File: src/rtl/dprt_pkg.sv
// Package: shared types for the forward periodic Radon engine.
// Assumes: nothing beyond the parameters passed to each module.
package dprt_pkg;

    // Sequencing states of the controller.
    typedef enum logic [1:0] {
        ST_IDLE = 2'd0,
        ST_LOAD = 2'd1,
        ST_RUN  = 2'd2
    } dprt_state_e;

endpackage

File: src/rtl/dprt_ctrl.sv
// Controller: accepts start when idle, counts N loaded rows, then issues
// projection steps 0..N on consecutive cycles. It rotates the row array
// after each slanted step and selects the transposed read for step N.
// Assumes: N >= 2.
module dprt_ctrl
    import dprt_pkg::*;
#(
    parameter int N = 5
) (
    input  logic                   clk,
    input  logic                   rst_n,
    input  logic                   start,
    input  logic                   in_valid,
    output logic                   busy,
    output logic                   load_en,
    output logic [$clog2(N)-1:0]   load_idx,
    output logic                   issue_valid,
    output logic [$clog2(N+1)-1:0] issue_m,
    output logic                   rot_en,
    output logic                   transpose
);
    localparam int IW = $clog2(N);
    localparam int MW = $clog2(N+1);

    dprt_state_e   state_q;
    logic [MW-1:0] cnt_q;
    logic [MW-1:0] step_q;

    // Purpose: state, row counter and step counter sequencing.
    always_ff @(posedge clk) begin
        if (!rst_n) begin
            state_q <= ST_IDLE;
            cnt_q   <= '0;
            step_q  <= '0;
        end else begin
            case (state_q)
                ST_IDLE: begin
                    if (start) begin
                        state_q <= ST_LOAD;
                        cnt_q   <= '0;
                    end
                end
                ST_LOAD: begin
                    if (in_valid) begin
                        cnt_q <= cnt_q + 1'b1;
                        if (cnt_q == MW'(N-1)) begin
                            state_q <= ST_RUN;
                            step_q  <= '0;
                        end
                    end
                end
                ST_RUN: begin
                    step_q <= step_q + 1'b1;
                    if (step_q == MW'(N)) state_q <= ST_IDLE;
                end
                default: state_q <= ST_IDLE;
            endcase
        end
    end

    // Purpose: decode control strobes from the current state.
    always_comb begin
        busy        = (state_q != ST_IDLE);
        load_en     = (state_q == ST_LOAD) && in_valid;
        load_idx    = cnt_q[IW-1:0];
        issue_valid = (state_q == ST_RUN);
        issue_m     = step_q;
        rot_en      = (state_q == ST_RUN) && (step_q != MW'(N));
        transpose   = (state_q == ST_RUN) && (step_q == MW'(N));
    end

    AST_IDLE_START: assert property (@(posedge clk) disable iff (!rst_n)
        (state_q == ST_IDLE && start) |=> (state_q == ST_LOAD && cnt_q == '0));
    AST_LOAD_DONE: assert property (@(posedge clk) disable iff (!rst_n)
        (state_q == ST_LOAD && in_valid && cnt_q == MW'(N-1)) |=> (state_q == ST_RUN && step_q == '0));
    AST_LOAD_HOLD: assert property (@(posedge clk) disable iff (!rst_n)
        (state_q == ST_LOAD && !in_valid) |=> (state_q == ST_LOAD && $stable(cnt_q)));
    AST_STEP_ADV: assert property (@(posedge clk) disable iff (!rst_n)
        (state_q == ST_RUN && step_q != MW'(N)) |=> (state_q == ST_RUN && step_q == $past(step_q) + 1'b1));

endmodule

File: src/rtl/dprt_row_array.sv
// Row array: N circular registers of N pixels each. A load writes one
// whole row. A rotate moves row i left by i pixel positions, so slot d of
// row i then holds the pixel that slanted step m needs. Tree d reads
// column d in normal mode and row d in transposed mode.
// Assumes: load and rotate never address the same row in one cycle.
module dprt_row_array #(
    parameter int N = 5,
    parameter int B = 8
) (
    input  logic                 clk,
    input  logic                 rst_n,
    input  logic                 load_en,
    input  logic [$clog2(N)-1:0] load_idx,
    input  logic [N*B-1:0]       in_row,
    input  logic                 rot_en,
    input  logic                 transpose,
    output logic [N*N*B-1:0]     tree_in
);
    localparam int RW = N * B;

    logic [RW-1:0] row_q [N];

    for (genvar i = 0; i < N; i++) begin : g_row
        // Purpose: load row i or rotate it left by i pixels.
        always_ff @(posedge clk) begin
            if (load_en && load_idx == ($clog2(N))'(i)) begin
                row_q[i] <= in_row;
            end else if (rot_en) begin
                for (int j = 0; j < N; j++) begin
                    row_q[i][j*B +: B] <= row_q[i][((j + i) % N)*B +: B];
                end
            end
        end
    end

    // Purpose: route column d (or row d when transposed) to tree d.
    always_comb begin
        for (int d = 0; d < N; d++) begin
            for (int i = 0; i < N; i++) begin
                tree_in[(d*N + i)*B +: B] = transpose ? row_q[d][i*B +: B]
                                                      : row_q[i][d*B +: B];
            end
        end
    end

    AST_ROW0_FIXED: assert property (@(posedge clk) disable iff (!rst_n)
        (rot_en && !(load_en && load_idx == '0)) |=> $stable(row_q[0]));

endmodule

File: src/rtl/dprt_adder_tree.sv
// Adder tree: sums N unsigned B-bit inputs in ceil(log2 N) registered
// levels of pairwise adds. Missing leaves are zero.
// Assumes: N >= 2 and SW >= B + ceil(log2 N).
module dprt_adder_tree #(
    parameter int N  = 5,
    parameter int B  = 8,
    parameter int SW = 11
) (
    input  logic           clk,
    input  logic [N*B-1:0] leaf_in,
    output logic [SW-1:0]  sum_out
);
    localparam int L = $clog2(N);
    localparam int P = 1 << L;
    localparam int H = P / 2;

    logic [SW-1:0] leaf [P];
    logic [SW-1:0] lvl_q [L][H];

    // Purpose: widen the leaves and pad the tree to a power of two.
    always_comb begin
        for (int j = 0; j < P; j++) begin
            leaf[j] = (j < N) ? {{(SW-B){1'b0}}, leaf_in[(j % N)*B +: B]} : '0;
        end
    end

    // Purpose: one registered level of pairwise sums per stage.
    always_ff @(posedge clk) begin
        for (int j = 0; j < H; j++) begin
            lvl_q[0][j] <= leaf[2*j] + leaf[2*j + 1];
        end
        for (int k = 1; k < L; k++) begin
            for (int j = 0; j < H; j++) begin
                if (j < (P >> (k + 1))) begin
                    lvl_q[k][j] <= lvl_q[k-1][(2*j) & (H-1)] + lvl_q[k-1][(2*j + 1) & (H-1)];
                end else begin
                    lvl_q[k][j] <= '0;
                end
            end
        end
    end

    assign sum_out = lvl_q[L-1][0];

endmodule

File: src/rtl/dprt_fwd_engine.sv
// Top: forward periodic Radon engine. It wires the controller, the row
// array and N adder trees, and delays the issue tags so they arrive with
// the sums.
// Assumes: N is prime and N >= 2. Output slot d is tree d.
module dprt_fwd_engine #(
    parameter int N = 5,
    parameter int B = 8,
    localparam int SW = B + $clog2(N),
    localparam int MW = $clog2(N+1)
) (
    input  logic            clk,
    input  logic            rst_n,
    input  logic            start,
    output logic            busy,
    input  logic            in_valid,
    input  logic [N*B-1:0]  in_row,
    output logic            out_valid,
    output logic [MW-1:0]   out_m,
    output logic [N*SW-1:0] out_data
);
    localparam int L  = $clog2(N);
    localparam int IW = $clog2(N);

    logic          load_en;
    logic [IW-1:0] load_idx;
    logic          issue_valid;
    logic [MW-1:0] issue_m;
    logic          rot_en;
    logic          transpose;
    logic [N*N*B-1:0] tree_in;
    logic [L-1:0]  vld_q;
    logic [MW-1:0] tag_q [L];

    dprt_ctrl #(.N(N)) u_ctrl (
        .clk         (clk),
        .rst_n       (rst_n),
        .start       (start),
        .in_valid    (in_valid),
        .busy        (busy),
        .load_en     (load_en),
        .load_idx    (load_idx),
        .issue_valid (issue_valid),
        .issue_m     (issue_m),
        .rot_en      (rot_en),
        .transpose   (transpose)
    );

    dprt_row_array #(.N(N), .B(B)) u_rows (
        .clk       (clk),
        .rst_n     (rst_n),
        .load_en   (load_en),
        .load_idx  (load_idx),
        .in_row    (in_row),
        .rot_en    (rot_en),
        .transpose (transpose),
        .tree_in   (tree_in)
    );

    for (genvar d = 0; d < N; d++) begin : g_tree
        dprt_adder_tree #(.N(N), .B(B), .SW(SW)) u_tree (
            .clk     (clk),
            .leaf_in (tree_in[d*N*B +: N*B]),
            .sum_out (out_data[d*SW +: SW])
        );
    end

    // Purpose: delay valid and index to match the adder tree latency.
    always_ff @(posedge clk) begin
        if (!rst_n) begin
            vld_q <= '0;
        end else begin
            vld_q[0] <= issue_valid;
            for (int k = 1; k < L; k++) vld_q[k] <= vld_q[k-1];
        end
        tag_q[0] <= issue_m;
        for (int k = 1; k < L; k++) tag_q[k] <= tag_q[k-1];
    end

    assign out_valid = vld_q[L-1];
    assign out_m     = tag_q[L-1];

    AST_OUT_M_RANGE: assert property (@(posedge clk) disable iff (!rst_n)
        out_valid |-> (out_m <= MW'(N)));
    AST_M_SEQ: assert property (@(posedge clk) disable iff (!rst_n)
        (out_valid && out_m != '0) |-> ($past(out_valid) && out_m == $past(out_m) + 1'b1));

endmodule

File: config.mk
export PLATFORM = sky130hd
export DESIGN_NAME = dprt_fwd_engine
export DESIGN_NICKNAME = d
export VERILOG_FILES = /design/src/rtl/dprt_pkg.sv /design/src/rtl/dprt_ctrl.sv /design/src/rtl/dprt_row_array.sv /design/src/rtl/dprt_adder_tree.sv /design/src/rtl/dprt_fwd_engine.sv
export SDC_FILE = /design/constraint.sdc
export NUM_CORES = 1
export LEC_CHECK = 0
export ABC_AREA = 0
export BUFFER_PORTS_ARGS = -buffer_cell sky130_fd_sc_hd__buf_2
export CORE_MARGIN = 4
export CORE_UTILIZATION = 56
export CTS_CLUSTER_SIZE = 12
export DETAILED_ROUTE_END_ITERATION = 10
export GPL_ROUTABILITY_DRIVEN = 1
export GPL_TIMING_DRIVEN = 1
export PLACE_DENSITY_LB_ADDON = 0.05
export SLEW_MARGIN = 15
export SYNTH_ARGS = -nofsm -noshare
export SYNTH_HDL_FRONTEND = slang
export SYNTH_SLANG_ARGS = --single-unit
File: constraint.sdc
create_clock -name clk -period 4 [get_ports clk]
set_clock_uncertainty 0.05 [all_clocks]
set_input_delay 0.2 -clock clk [delete_from_list [all_inputs] [get_ports clk]]
set_output_delay 0.2 -clock clk [all_outputs]
set_load 0.03 [all_outputs]
==> Flow_metrics.wiki, run 1 <==
{| class="wikitable"
! Metric !! Value
|-
| Outcome || finished, final reports clean
|-
| Crit path time final || 3.572 ns
|-
| Via count || 14,780
|-
| Core Region || 39,730 um^2
|-
| Data required time at the worst endpoint || 4.43 ns
|-
| Max Root-Sink Buffers || 3
|-
| Most common cell after layout, fill and taps aside || nand2_1
|-
| Number of rows created at floorplan || 73
|-
| Tightest Pin Transition || 1.026 ns
|-
| Portion of total power attributed to the clock network || 39.9%
|-
| CTS tree || built
|-
| Launching point of the worst reg2reg path || u_ctrl.state_q[1]
|-
| Worst-path clk slew || 0.06 ns
|-
| DR DRC count || 0
|-
| CTS root buffer || clkbuf_16
|-
| Cell chain of the critical path || nor2b_4 > nand3_4 > buf_12 > buf_12 > mux2_4 > ha_1 > nand3_1 > o211ai_1 > or4_1 > o311a_1 > xor2_1
|-
| Start point of the worst min-delay path || g_tree[3].u_tree.lvl_q[0][1]
|-
| Avg Inst Size Synth || 11.58 um^2
|-
| Hold worst-path end || g_tree[3].u_tree.lvl_q[1][9]
|-
| Class of the most critical setup path || reg2reg
|-
| First-pass GRT wire length || 84,830 um
|-
| Initial Util || 56.75%
|-
| Proportion of layout cells with a drive suffix above 1 || 17.53%
|-
| Number of enable-type register cells in the synthesized netlist || 200
|-
| Sink count of the clock tree || 495
|-
| Ant. Diodes || 0
|-
| Sum of negative setup slack || 0 ns
|-
| Max rail drop VDD || 0.3022 mV
|-
| HPWL after detailed placement || 42,080 um
|-
| Internal Dissipation || 8.828 mW
|-
| Net count of the mapped netlist || 2,187
|-
| R2R setup slack || 0.43 ns
|-
| Area Overhead vs Synth || 13.99%
|-
| Synth cell types || 55
|-
| Primary FF master, synth || dfxtp_1
|-
| Count of routing violations after the opening detailed-route iteration || 1,148
|-
| Global routing usage summed across all routing layers || 25.32%
|-
| End of the worst register-to-register path || g_tree[4].u_tree.lvl_q[0][26]
|-
| Die width || 208.7 um
|-
| Die Outline Area || 43,540 um^2
|-
| Nature of the critical path endpoint || register
|-
| Number of warnings reported in the yosys synthesis log || 0
|-
| I/O Buffers || 103
|-
| DR pass1 iterations || 7
|-
| Via/cell ratio || 5.513
|-
| Fmax || 280.0 MHz
|-
| Post-CTS Repair Setup Buffers || 0
|-
| Hold Violations, Final || 0
|-
| WHS Path Cells || 0
|-
| Final Power || 11.78 mW
|-
| Number of buffers added to fix hold violations after cts || 43
|-
| Switching component of the power || 2.951 mW
|-
| Total congestion overflow after global routing || 0
|-
| Number of failing setup endpoints in the final timing report || 0
|-
| GPL Wtd Cong || 0.8890
|-
| Y dimension of the die || 208.7 um
|-
| Number of max-cap violations || 0
|-
| Sequential power share || 47.9%
|-
| Cell type of the slowest stage on the worst timing path || dfxtp_1
|-
| CP dominant cell by count || buf_12
|-
| Largest net degree at the start of global routing || 78
|-
| Max-slew violation count || 0
|-
| Worst-skew pair later-pin latency || 0.59 ns
|-
| Number of gates resized after cts || 0
|-
| Post-synthesis sequential element count || 495
|-
| Highest-count cells in the layout ignoring fill and taps || nand2_1 (406), dfxtp_1 (295), edfxtp_1 (200), ha_1 (176), buf_2 (103)
|-
| Switching part of the total power || 25.05%
|-
| Power density of the placed cells || 458.3 nW/um^2
|-
| Nets || 2,356
|-
| Number of levels in the clock H-tree || 2
|-
| Worst EP arrival || 4.00 ns
|-
| Vias in the first global route || 14,390
|-
| CP Launch Type || register
|-
| Cell area after synthesis || 22,550 um^2
|-
| Initial antenna violation count || 1
|-
| Number of cells traversed by the worst register-to-register path || 11
|-
| Worst slew slack as a fraction of its limit || 31.37%
|-
| Cell count after synthesis || 1,947
|-
| Standby leakage power || 11.21 nW
|-
| End-of-flow core utilization || 64.69%
|-
| Detailed-route wire length || 56,240 um
|-
| Peak fanout along the critical path || 54
|-
| Setup repair after global routing missed its margin || false
|-
| Synth async-reset ratio || 0%
|-
| Cts bufs inserted || 52
|-
| Routed Antenna Nets || 0
|-
| Share of the yosys chip area belonging to registers || 52.82%
|-
| Delay contributed by the slowest stage of the critical path || 0.59 ns
|-
| Average routed wire per standard cell || 20.98 um
|-
| Hold WC Path Type || reg2reg
|-
| Combinational share of power || 12.2%
|-
| Final critical-path share of the clock period || 89.29%
|-
| I/O pin count || 104
|}
[power groups by stage]
stage	Clock (mW)	Combinational, mW	Sequential, mW
global route	4.96	1.57	5.67
CTS	4.77	1.44	5.65
finish	4.70	1.44	5.64
global placement	0	1.39	5.75
floorplan	0	0.702	6.06
detailed placement	0	1.41	5.76
[worst max-delay path: cells and delay by family, from the launching register on]
kind / cells / cell delay, ns
and+or+nand+nor: 4 / 1.10
muxes: 1 / 0.33
adders and majority gates: 1 / 0.37
xor gates and xnor gates: 1 / 0.14
DFF: 1 / 0.59
buffers and inverters: 2 / 0.57
AOI/OAI and AO/OA: 2 / 0.24
[cells by family after synthesis]
family                     share of synthesized area, %
buffers and inverters                             2.314
xor gates and xnor gates                          5.127
AOI/OAI and AO/OA                                 7.041
adders and majority gates                         11.54
and+or+nand+nor                                   11.41
DFF                                               52.82
muxes                                             9.744
[metal layers]
| metal | GRT usage, % | wire, um | vias to the layer above |
|---|---|---|---|
| met5 | 0 | 0 | - |
| met2 | 40.63 | 26090 | 461 |
| met3 | 4.894 | 4030 | 96 |
| met4 | 8.348 | 1844 | 0 |
| met1 | 34.95 | 24280 | 7074 |
| li1 | - | - | 7149 |
[sequential cells by signal, indices dropped and copies added, names as in the netlist]
signal and flops:
u_ctrl.load_idx 3, u_ctrl.state_q 2, u_ctrl.issue_m 3, u_rows.row_q 200
tag_q 9, vld_q 3, g_tree.u_tree.lvl_q 275
[cells in the mapped netlist (16+ instances only)]
cell type	count	area, um^2
dfxtp_1	295	5906
nor2b_1	19	118.9
ha_1	176	2202
nand2_1	409	1535
mux2_2	60	675.7
inv_1	60	225.2
o21ai_0	51	255.2
xnor2_1	76	665.6
mux2_4	100	1501
a21oi_1	88	440.4
nor3_1	31	155.2
nor2_1	57	214.0
fa_1	20	400.4
a211oi_1	16	120.1
xor2_1	56	490.5
edfxtp_1	200	6006
a21o_1	26	195.2
nand3_1	23	115.1
o211ai_1	17	127.6
buf_2	21	105.1
[final cells by class]
type | instances | area [um^2]
inverters | 60 | 225.2
flip-flops and latches | 495 | 11910
clock buffers | 88 | 1617
clock inverters | 6 | 35.03
multi-input cells | 1347 | 10160
well taps | 525 | 656.9
repair buffers | 160 | 1101
fillers | 3112 | 14030
[how the worst max path moves through the flow]
| stage | endpoint | cells past startpoint | slack (ns) | start |
|---|---|---|---|---|
| global placement | g_tree[4].u_tree.lvl_q[0][26] | 11 | 0.53 | u_ctrl.state_q[1] |
| floorplan | u_rows.row_q[4][0] | 4 | 0.93 | u_ctrl.load_idx[0] |
| finish | g_tree[4].u_tree.lvl_q[0][26] | 11 | 0.43 | u_ctrl.state_q[1] |
| detailed placement | g_tree[4].u_tree.lvl_q[0][26] | 11 | 0.46 | u_ctrl.state_q[1] |
| CTS | g_tree[4].u_tree.lvl_q[0][26] | 11 | 0.45 | u_ctrl.state_q[1] |
| global route | g_tree[4].u_tree.lvl_q[0][14] | 11 | 0.25 | u_ctrl.state_q[1] |
[metrics by stage]
stage,area [um^2],worst slack (ns),cells,hold slack [ns]
finish,25700,0.4283,2681,0.2696
global route,25700,0.2451,2681,0.2727
CTS,25700,0.4487,2681,0.2514
detailed placement,23620,0.4573,2544,0.2621
global placement,23620,0.5326,2544,0.2610
floorplan,22550,0.9271,1947,0.2489
Note: power is estimated with default switching activity, not from simulation.
==> run 2: changes to the inputs <==
Settings changed: PLACE_DENSITY from default to 0.86, PLACE_DENSITY_LB_ADDON 0.05 to default.
==> Flow_metrics.wiki, run 2 (synthesis gave the netlist of run 1 again) <==
{| class="wikitable"
! Metric !! Value
|-
| Via/cell ratio || 5.665 (+2.8%)
|-
| Worst-path clk slew || 0.06 ns (about the same)
|-
| Hold WC Path Type || reg2reg
|-
| GPL Wtd Cong || 0.9987 (+12%)
|-
| Number of buffers added to fix hold violations after cts || 43 (unchanged)
|-
| Worst setup margin || 0.2715 ns (-0.1568 ns)
|-
| Worst Hold Slack || 0.2720 ns (+0.002454 ns)
|-
| Via count || 15,250 (+3.2%)
|-
| Top reg by flops || g_tree.u_tree.lvl_q
|-
| CTS root buffer || clkbuf_16
|-
| Routed Antenna Nets || 0 (unchanged)
|-
| Class of the most critical setup path || reg2reg
|-
| Die Outline Area || 43,540 um^2 (unchanged)
|-
| Hold Violations, Final || 0 (unchanged)
|-
| Placement-stage cell area || 23,680 um^2 (+0.27%)
|-
| Number of levels in the clock H-tree || 2 (unchanged)
|-
| Number of failing setup endpoints in the final timing report || 0 (unchanged)
|-
| Number of rows created at floorplan || 73 (unchanged)
|-
| Number of gates resized after cts || 0 (unchanged)
|-
| Worst slew slack as a fraction of its limit || 49.36% (+18 points)
|-
| Tightest Pin Transition || 0.7595 ns (-0.2661 ns)
|-
| Area Overhead vs Synth || 14.31%
|-
| Outcome || finished, final reports clean
|-
| Worst-skew pair later-pin latency || 0.60 ns (about the same)
|-
| CP Launch Type || register
|-
| Final cell count without fillers || 2,692 (+0.41%)
|-
| Setup repair after global routing missed its margin || false
|-
| R2R setup slack || 0.27 ns (-0.16 ns)
|-
| Peak fanout along the critical path || 30 (-44%)
|-
| Count of routing violations after the opening detailed-route iteration || 1,415 (+23%)
|-
| Fmax || 268.2 MHz (-4.2%)
|-
| Average routed wire per standard cell || 21.28 um (+1.5%)
|-
| Max reg flops || 275 (unchanged)
|-
| First-pass GRT wire length || 87,430 um (+3.1%)
|-
| Detailed-route wire length || 57,300 um (+1.9%)
|-
| Number of max-cap violations || 0 (unchanged)
|-
| Cts bufs inserted || 52 (unchanged)
|-
| DR pass1 iterations || 5 (-2)
|-
| CTS tree || built
|-
| Nets || 2,365 (+0.38%)
|-
| DR DRC count || 0 (unchanged)
|-
| Max-slew violation count || 0 (unchanged)
|-
| Max rail drop VDD || 0.3992 mV (+32%)
|-
| Nature of the critical path endpoint || register
|-
| Crit path time final || 3.729 ns (+0.1568 ns)
|-
| Final critical-path share of the clock period || 93.21% (+3.9 points)
|-
| Cell area after layout || 25,780 um^2 (+0.28%)
|-
| Final Power || 11.80 mW (+0.16%)
|-
| Post-CTS Repair Setup Buffers || 0 (unchanged)
|-
| Pre-CTS worst setup slack || 0.3694 ns (-0.08792 ns)
|-
| Largest net degree at the start of global routing || 63 (-19%)
|-
| Worst EP arrival || 4.13 ns (+0.13 ns)
|-
| I/O pin count || 104 (unchanged)
|-
| Y dimension of the die || 208.7 um (unchanged)
|-
| Standby leakage power || 11.25 nW (+0.39%)
|-
| Ant. Diodes || 0 (unchanged)
|-
| Die width || 208.7 um (unchanged)
|-
| Initial antenna violation count || 2 (+1)
|-
| Power density of the placed cells || 457.7 nW/um^2 (-0.12%)
|-
| Proportion of layout cells with a drive suffix above 1 || 17.90% (+0.37 points)
|-
| Most common cell after layout, fill and taps aside || nand2_1
|-
| End-of-flow core utilization || 64.87% (+0.18 points)
|-
| Highest-count cells in the layout ignoring fill and taps || nand2_1 (408), dfxtp_1 (295), edfxtp_1 (200), ha_1 (176), buf_2 (103)
|-
| Total congestion overflow after global routing || 0 (unchanged)
|-
| Vias in the first global route || 15,482 (+7.6%)
|-
| Cell total after placement || 2,553 (+0.35%)
|-
| Initial Util || 56.75% (unchanged)
|-
| Sink count of the clock tree || 495 (unchanged)
|-
| Global routing usage summed across all routing layers || 25.81% (+0.48 points)
|-
| Sum of negative setup slack || 0 ns (unchanged)
|-
| Max Root-Sink Buffers || 3 (unchanged)
|-
| Data required time at the worst endpoint || 4.40 ns (-0.03 ns)
|-
| HPWL after detailed placement || 42,390 um (+0.73%)
|-
| I/O Buffers || 103 (unchanged)
|-
| Registers with the most flip-flops || g_tree.u_tree.lvl_q (275), u_rows.row_q (200), tag_q (9)
|-
| Core Region || 39,730 um^2 (unchanged)
|}
[run 2: cell count changes in the layout (fill, tap and decap cells not counted)]
cell | before | now
inv_4 | 1 | 0
clkbuf_2 | 2 | 1
clkinvlp_4 | 0 | 1
clkbuf_1 | 19 | 18
buf_4 | 10 | 19
clkbuf_8 | 11 | 7
clkinv_2 | 4 | 9
clkinv_8 | 0 | 1
clkbuf_4 | 1 | 3
clkbuf_16 | 55 | 56
nand2_1 | 406 | 408
nand2_2 | 3 | 1
inv_6 | 1 | 0
[run 2: final timing paths]
| path | start | to | depth (start not counted) |
|---|---|---|---|
| max | u_ctrl.state_q[1] | g_tree[0].u_tree.lvl_q[0][27] | 11 |
| min | g_tree[1].u_tree.lvl_q[0][0] | g_tree[1].u_tree.lvl_q[1][8] | 0 |
| max reg2reg | u_ctrl.state_q[1] | g_tree[0].u_tree.lvl_q[0][27] | 11 |
| min reg2reg | g_tree[1].u_tree.lvl_q[0][0] | g_tree[1].u_tree.lvl_q[1][8] | 0 |
[run 2: layout make-up]
type | instances | area (um^2)
Clock inverter | 11 | 68.82
Inverter | 60 | 225.2
Fill cell | 2944 | 13960
Multi-Input combinational cell | 1347 | 10150
Tap cell | 525 | 656.9
Clock buffer | 85 | 1593
Timing Repair Buffer | 169 | 1169
Sequential cell | 495 | 11910
[run 2: critical path, stage by stage, from the launching register on]
cell and delay (ns):
dfxtp_1 0.58, nor2b_4 0.31, nand3_4 0.29, buf_4 0.29, buf_12 0.18, mux2_4 0.34, ha_1 0.32, a21oi_1 0.13
o21ai_0 0.15, a21o_1 0.22, a2111oi_0 0.53, nor3_1 0.14
[run 2: where the power goes]
group,internal (mW),leakage [nW],switching (mW)
logic,0.546,6.14,0.912
clock network,2.72,0.822,1.97
registers,5.55,4.29,0.108
total,8.81,11.3,2.99
[run 2: layer usage]
metal  vias up  global-route usage, %  share of wire [%]
met5         -                      0              0.019
met2       610                  42.64                 47
met3       130                  5.870                8.3
met4         2                  9.541                3.9
met1      7336                  33.52                 41
li1       7172                      -                  -
==> run 3: changes to the inputs <==
Settings changed: CORE_UTILIZATION 56 to 39, PLACE_DENSITY 0.86 to 0.66.
==> Flow_metrics.wiki, run 3 (synthesis gave the netlist of run 1 again) <==
{| class="wikitable"
! Metric !! Value
|-
| Outcome || finished, final reports clean
|-
| Area Overhead vs Synth || 15.90%
|-
| Nets || 2,356 (-0.38%)
|-
| GPL Wtd Cong || 0.8850 (-11%)
|-
| Fmax || 275.0 MHz (+2.5%)
|-
| Max Root-Sink Buffers || 3 (unchanged)
|-
| Proportion of layout cells with a drive suffix above 1 || 17.77% (-0.14 points)
|-
| Number of failing setup endpoints in the final timing report || 0 (unchanged)
|-
| Via count || 14,901 (-2.3%)
|-
| Y dimension of the die || 248.5 um (+19%)
|-
| End-of-flow core utilization || 45.99% (-19 points)
|-
| Tightest Pin Transition || 0.8387 ns (+0.07922 ns)
|-
| Average routed wire per standard cell || 20.12 um (-5.5%)
|-
| Die width || 248.5 um (+19%)
|-
| Hold Violations, Final || 0 (unchanged)
|-
| Final cell count without fillers || 2,917 (+8.4%)
|-
| Count of routing violations after the opening detailed-route iteration || 1,140 (-19%)
|-
| Initial antenna violation count || 0 (-2)
|-
| Worst EP arrival || 4.06 ns (-0.07 ns)
|-
| Routed Antenna Nets || 0 (unchanged)
|-
| Vias in the first global route || 15,123 (-2.3%)
|-
| I/O Buffers || 103 (unchanged)
|-
| GRT busiest layer || met2
|-
| Switching part of the total power || 24.77% (-0.55 points)
|-
| Largest net degree at the start of global routing || 114 (+81%)
|-
| Top reg by flops || g_tree.u_tree.lvl_q
|-
| Nature of the critical path endpoint || register
|-
| Max reg flops || 275 (unchanged)
|-
| Data required time at the worst endpoint || 4.43 ns (+0.03 ns)
|-
| Start point of the worst min-delay path || g_tree[2].u_tree.lvl_q[0][4]
|-
| Number of rows created at floorplan || 87 (+19%)
|-
| Global Route met2 Usage || 31.67% (-11 points)
|-
| Switching component of the power || 3.013 mW (+0.87%)
|-
| Detailed-route wire length || 58,700 um (+2.5%)
|-
| Sink count of the clock tree || 495 (unchanged)
|-
| First-pass GRT wire length || 89,040 um (+1.8%)
|-
| CTS root buffer || clkbuf_16
|-
| Launching point of the worst reg2reg path || u_ctrl.state_q[0]
|-
| Number of max-cap violations || 0 (unchanged)
|-
| CTS tree || built
|-
| Multi-input combinational cell area || 10,150 um^2 (unchanged)
|-
| Number of gates resized after cts || 0 (unchanged)
|-
| Worst-path clk slew || 0.06 ns (about the same)
|-
| Setup repair after global routing missed its margin || false
|-
| DR pass1 iterations || 5 (unchanged)
|-
| Combinational share of power || 11.9% (-0.5 points)
|-
| Initial Util || 39.68% (-17 points)
|-
| Total congestion overflow after global routing || 0 (unchanged)
|-
| Via/cell ratio || 5.108 (-9.8%)
|-
| Standby leakage power || 11.28 nW (+0.23%)
|-
| Crit path time final || 3.636 ns (-0.09260 ns)
|-
| DR DRC count || 0 (unchanged)
|-
| Cell total after placement || 2,773 (+8.6%)
|-
| Class of the most critical setup path || reg2reg
|-
| Highest-count cells in the layout ignoring fill and taps || nand2_1 (408), dfxtp_1 (295), edfxtp_1 (200), ha_1 (176), buf_2 (103)
|-
| Layout filler cell count || 5,179 (+76%)
|-
| Max-slew violation count || 0 (unchanged)
|-
| Registers with the most flip-flops || g_tree.u_tree.lvl_q (275), u_rows.row_q (200), tag_q (9)
|-
| Peak fanout along the critical path || 110 (+270%)
|-
| Most common cell after layout, fill and taps aside || nand2_1
|-
| Sequential power share || 46.4% (-1.5 points)
|-
| Portion of total power attributed to the clock network || 41.6% (+1.9 points)
|-
| Sum of negative setup slack || 0 ns (unchanged)
|-
| Internal Dissipation || 9.150 mW (+3.9%)
|-
| CP Launch Type || register
|-
| Core Region || 56,820 um^2 (+43%)
|-
| Hold WC Path Type || reg2reg
|-
| Cts bufs inserted || 54 (+3.8%)
|-
| Met3 Usage GRT || 3.668% (-2.2 points)
|-
| Sequential standard cell area || 11,910 um^2 (unchanged)
|-
| Die Outline Area || 61,730 um^2 (+42%)
|-
| Max rail drop VDD || 0.3148 mV (-21%)
|-
| Worst slew slack as a fraction of its limit || 44.08% (-5.3 points)
|-
| GR Layer Usage met1 || 23.55% (-10 points)
|-
| I/O pin count || 104 (unchanged)
|-
| Power density of the placed cells || 465.4 nW/um^2 (+1.7%)
|-
| Launching element of the worst setup path || u_ctrl.state_q[0]
|-
| Placement-stage cell area || 23,870 um^2 (+0.77%)
|-
| Cell area after layout || 26,140 um^2 (+1.4%)
|-
| Ant. Diodes || 0 (unchanged)
|-
| Number of levels in the clock H-tree || 2 (unchanged)
|-
| Global routing usage summed across all routing layers || 18.52% (-7.3 points)
|-
| HPWL after detailed placement || 43,760 um (+3.2%)
|-
| Final critical-path share of the clock period || 90.90% (-2.3 points)
|-
| Worst-skew pair later-pin latency || 0.60 ns (about the same)
|}
[run 3: cell types whose count changed in the layout (fill, tap and decap cells not counted), moves of 2 or more]
cell and delta:
buf_4 -9, buf_12 -2, clkbuf_4 -2, clkbuf_1 -2, clkbuf_8 +7, clkbuf_16 +4, clkinv_2 -3
[run 3: stage by stage]
| stage | hold WS, ns | total power, mW | setup slack [ns] |
|---|---|---|---|
| 2_1_floorplan | 0.2489 | 6.760 | 0.9271 |
| 3_3_place_gp | 0.2612 | 7.155 | 0.4144 |
| 3_5_place_dp | 0.2621 | 7.188 | 0.3924 |
| 4_1_cts | 0.2592 | 12.30 | 0.3686 |
| 5_1_grt | 0.2745 | 12.65 | 0.1383 |
| 6_report | 0.2722 | 12.16 | 0.3641 |
[run 3: layer usage]
metal	part of all wire [%]	routed length, um	vias to the layer above
met1	42	24510	7174
met2	48	28400	476
met5	0	0	-
met4	3.2	1855	0
li1	-	-	7142
met3	6.7	3933	109
[run 3: path summary, 6_finish.rpt]
| path | end | slack [ns] | cells after the start |
|---|---|---|---|
| worst min-delay path | g_tree[2].u_tree.lvl_q[1][12] | 0.27 | 0 |
| worst max-delay path | g_tree[4].u_tree.lvl_q[0][26] | 0.36 | 9 |
| worst max register to register | g_tree[4].u_tree.lvl_q[0][26] | 0.36 | 9 |
| worst min register to register | g_tree[2].u_tree.lvl_q[1][12] | 0.27 | 0 |
[run 3: area by class of cell]
class,count,area share [%]
Timing Repair Buffer,158,4.060
Inverter,60,0.8617
Clock buffer,93,6.779
Multi-Input combinational cell,1347,38.85
Sequential cell,495,45.58
Tap cell,756,3.619
Clock inverter,8,0.2585
[run 3: critical path, cell delays in order (launching register included)]
cell and delay (ns):
dfxtp_1 0.56, nor2b_4 0.11, nand3_4 0.20, buf_12 0.55, buf_4 0.50, mux2_4 0.34, ha_1 0.24, or4_1 0.56
o311a_1 0.17, xor2_1 0.16
[run 3: what timing repair did]
action	CTS	global route
hold buffers	43	0
setup endpoints to repair	0	0
setup buffers	0	0
endpoints found under the hold margin	121	0
[run 3: power groups by stage]
stage                     registers (mW)  logic, mW  clock network [mW]
after detailed placement            5.76       1.42                   0
after floorplan                     6.06      0.702                   0
final                               5.65       1.45                5.06
after global placement              5.76       1.40                   0
after global routing                5.68       1.58                5.39
after CTS                           5.66       1.47                5.17
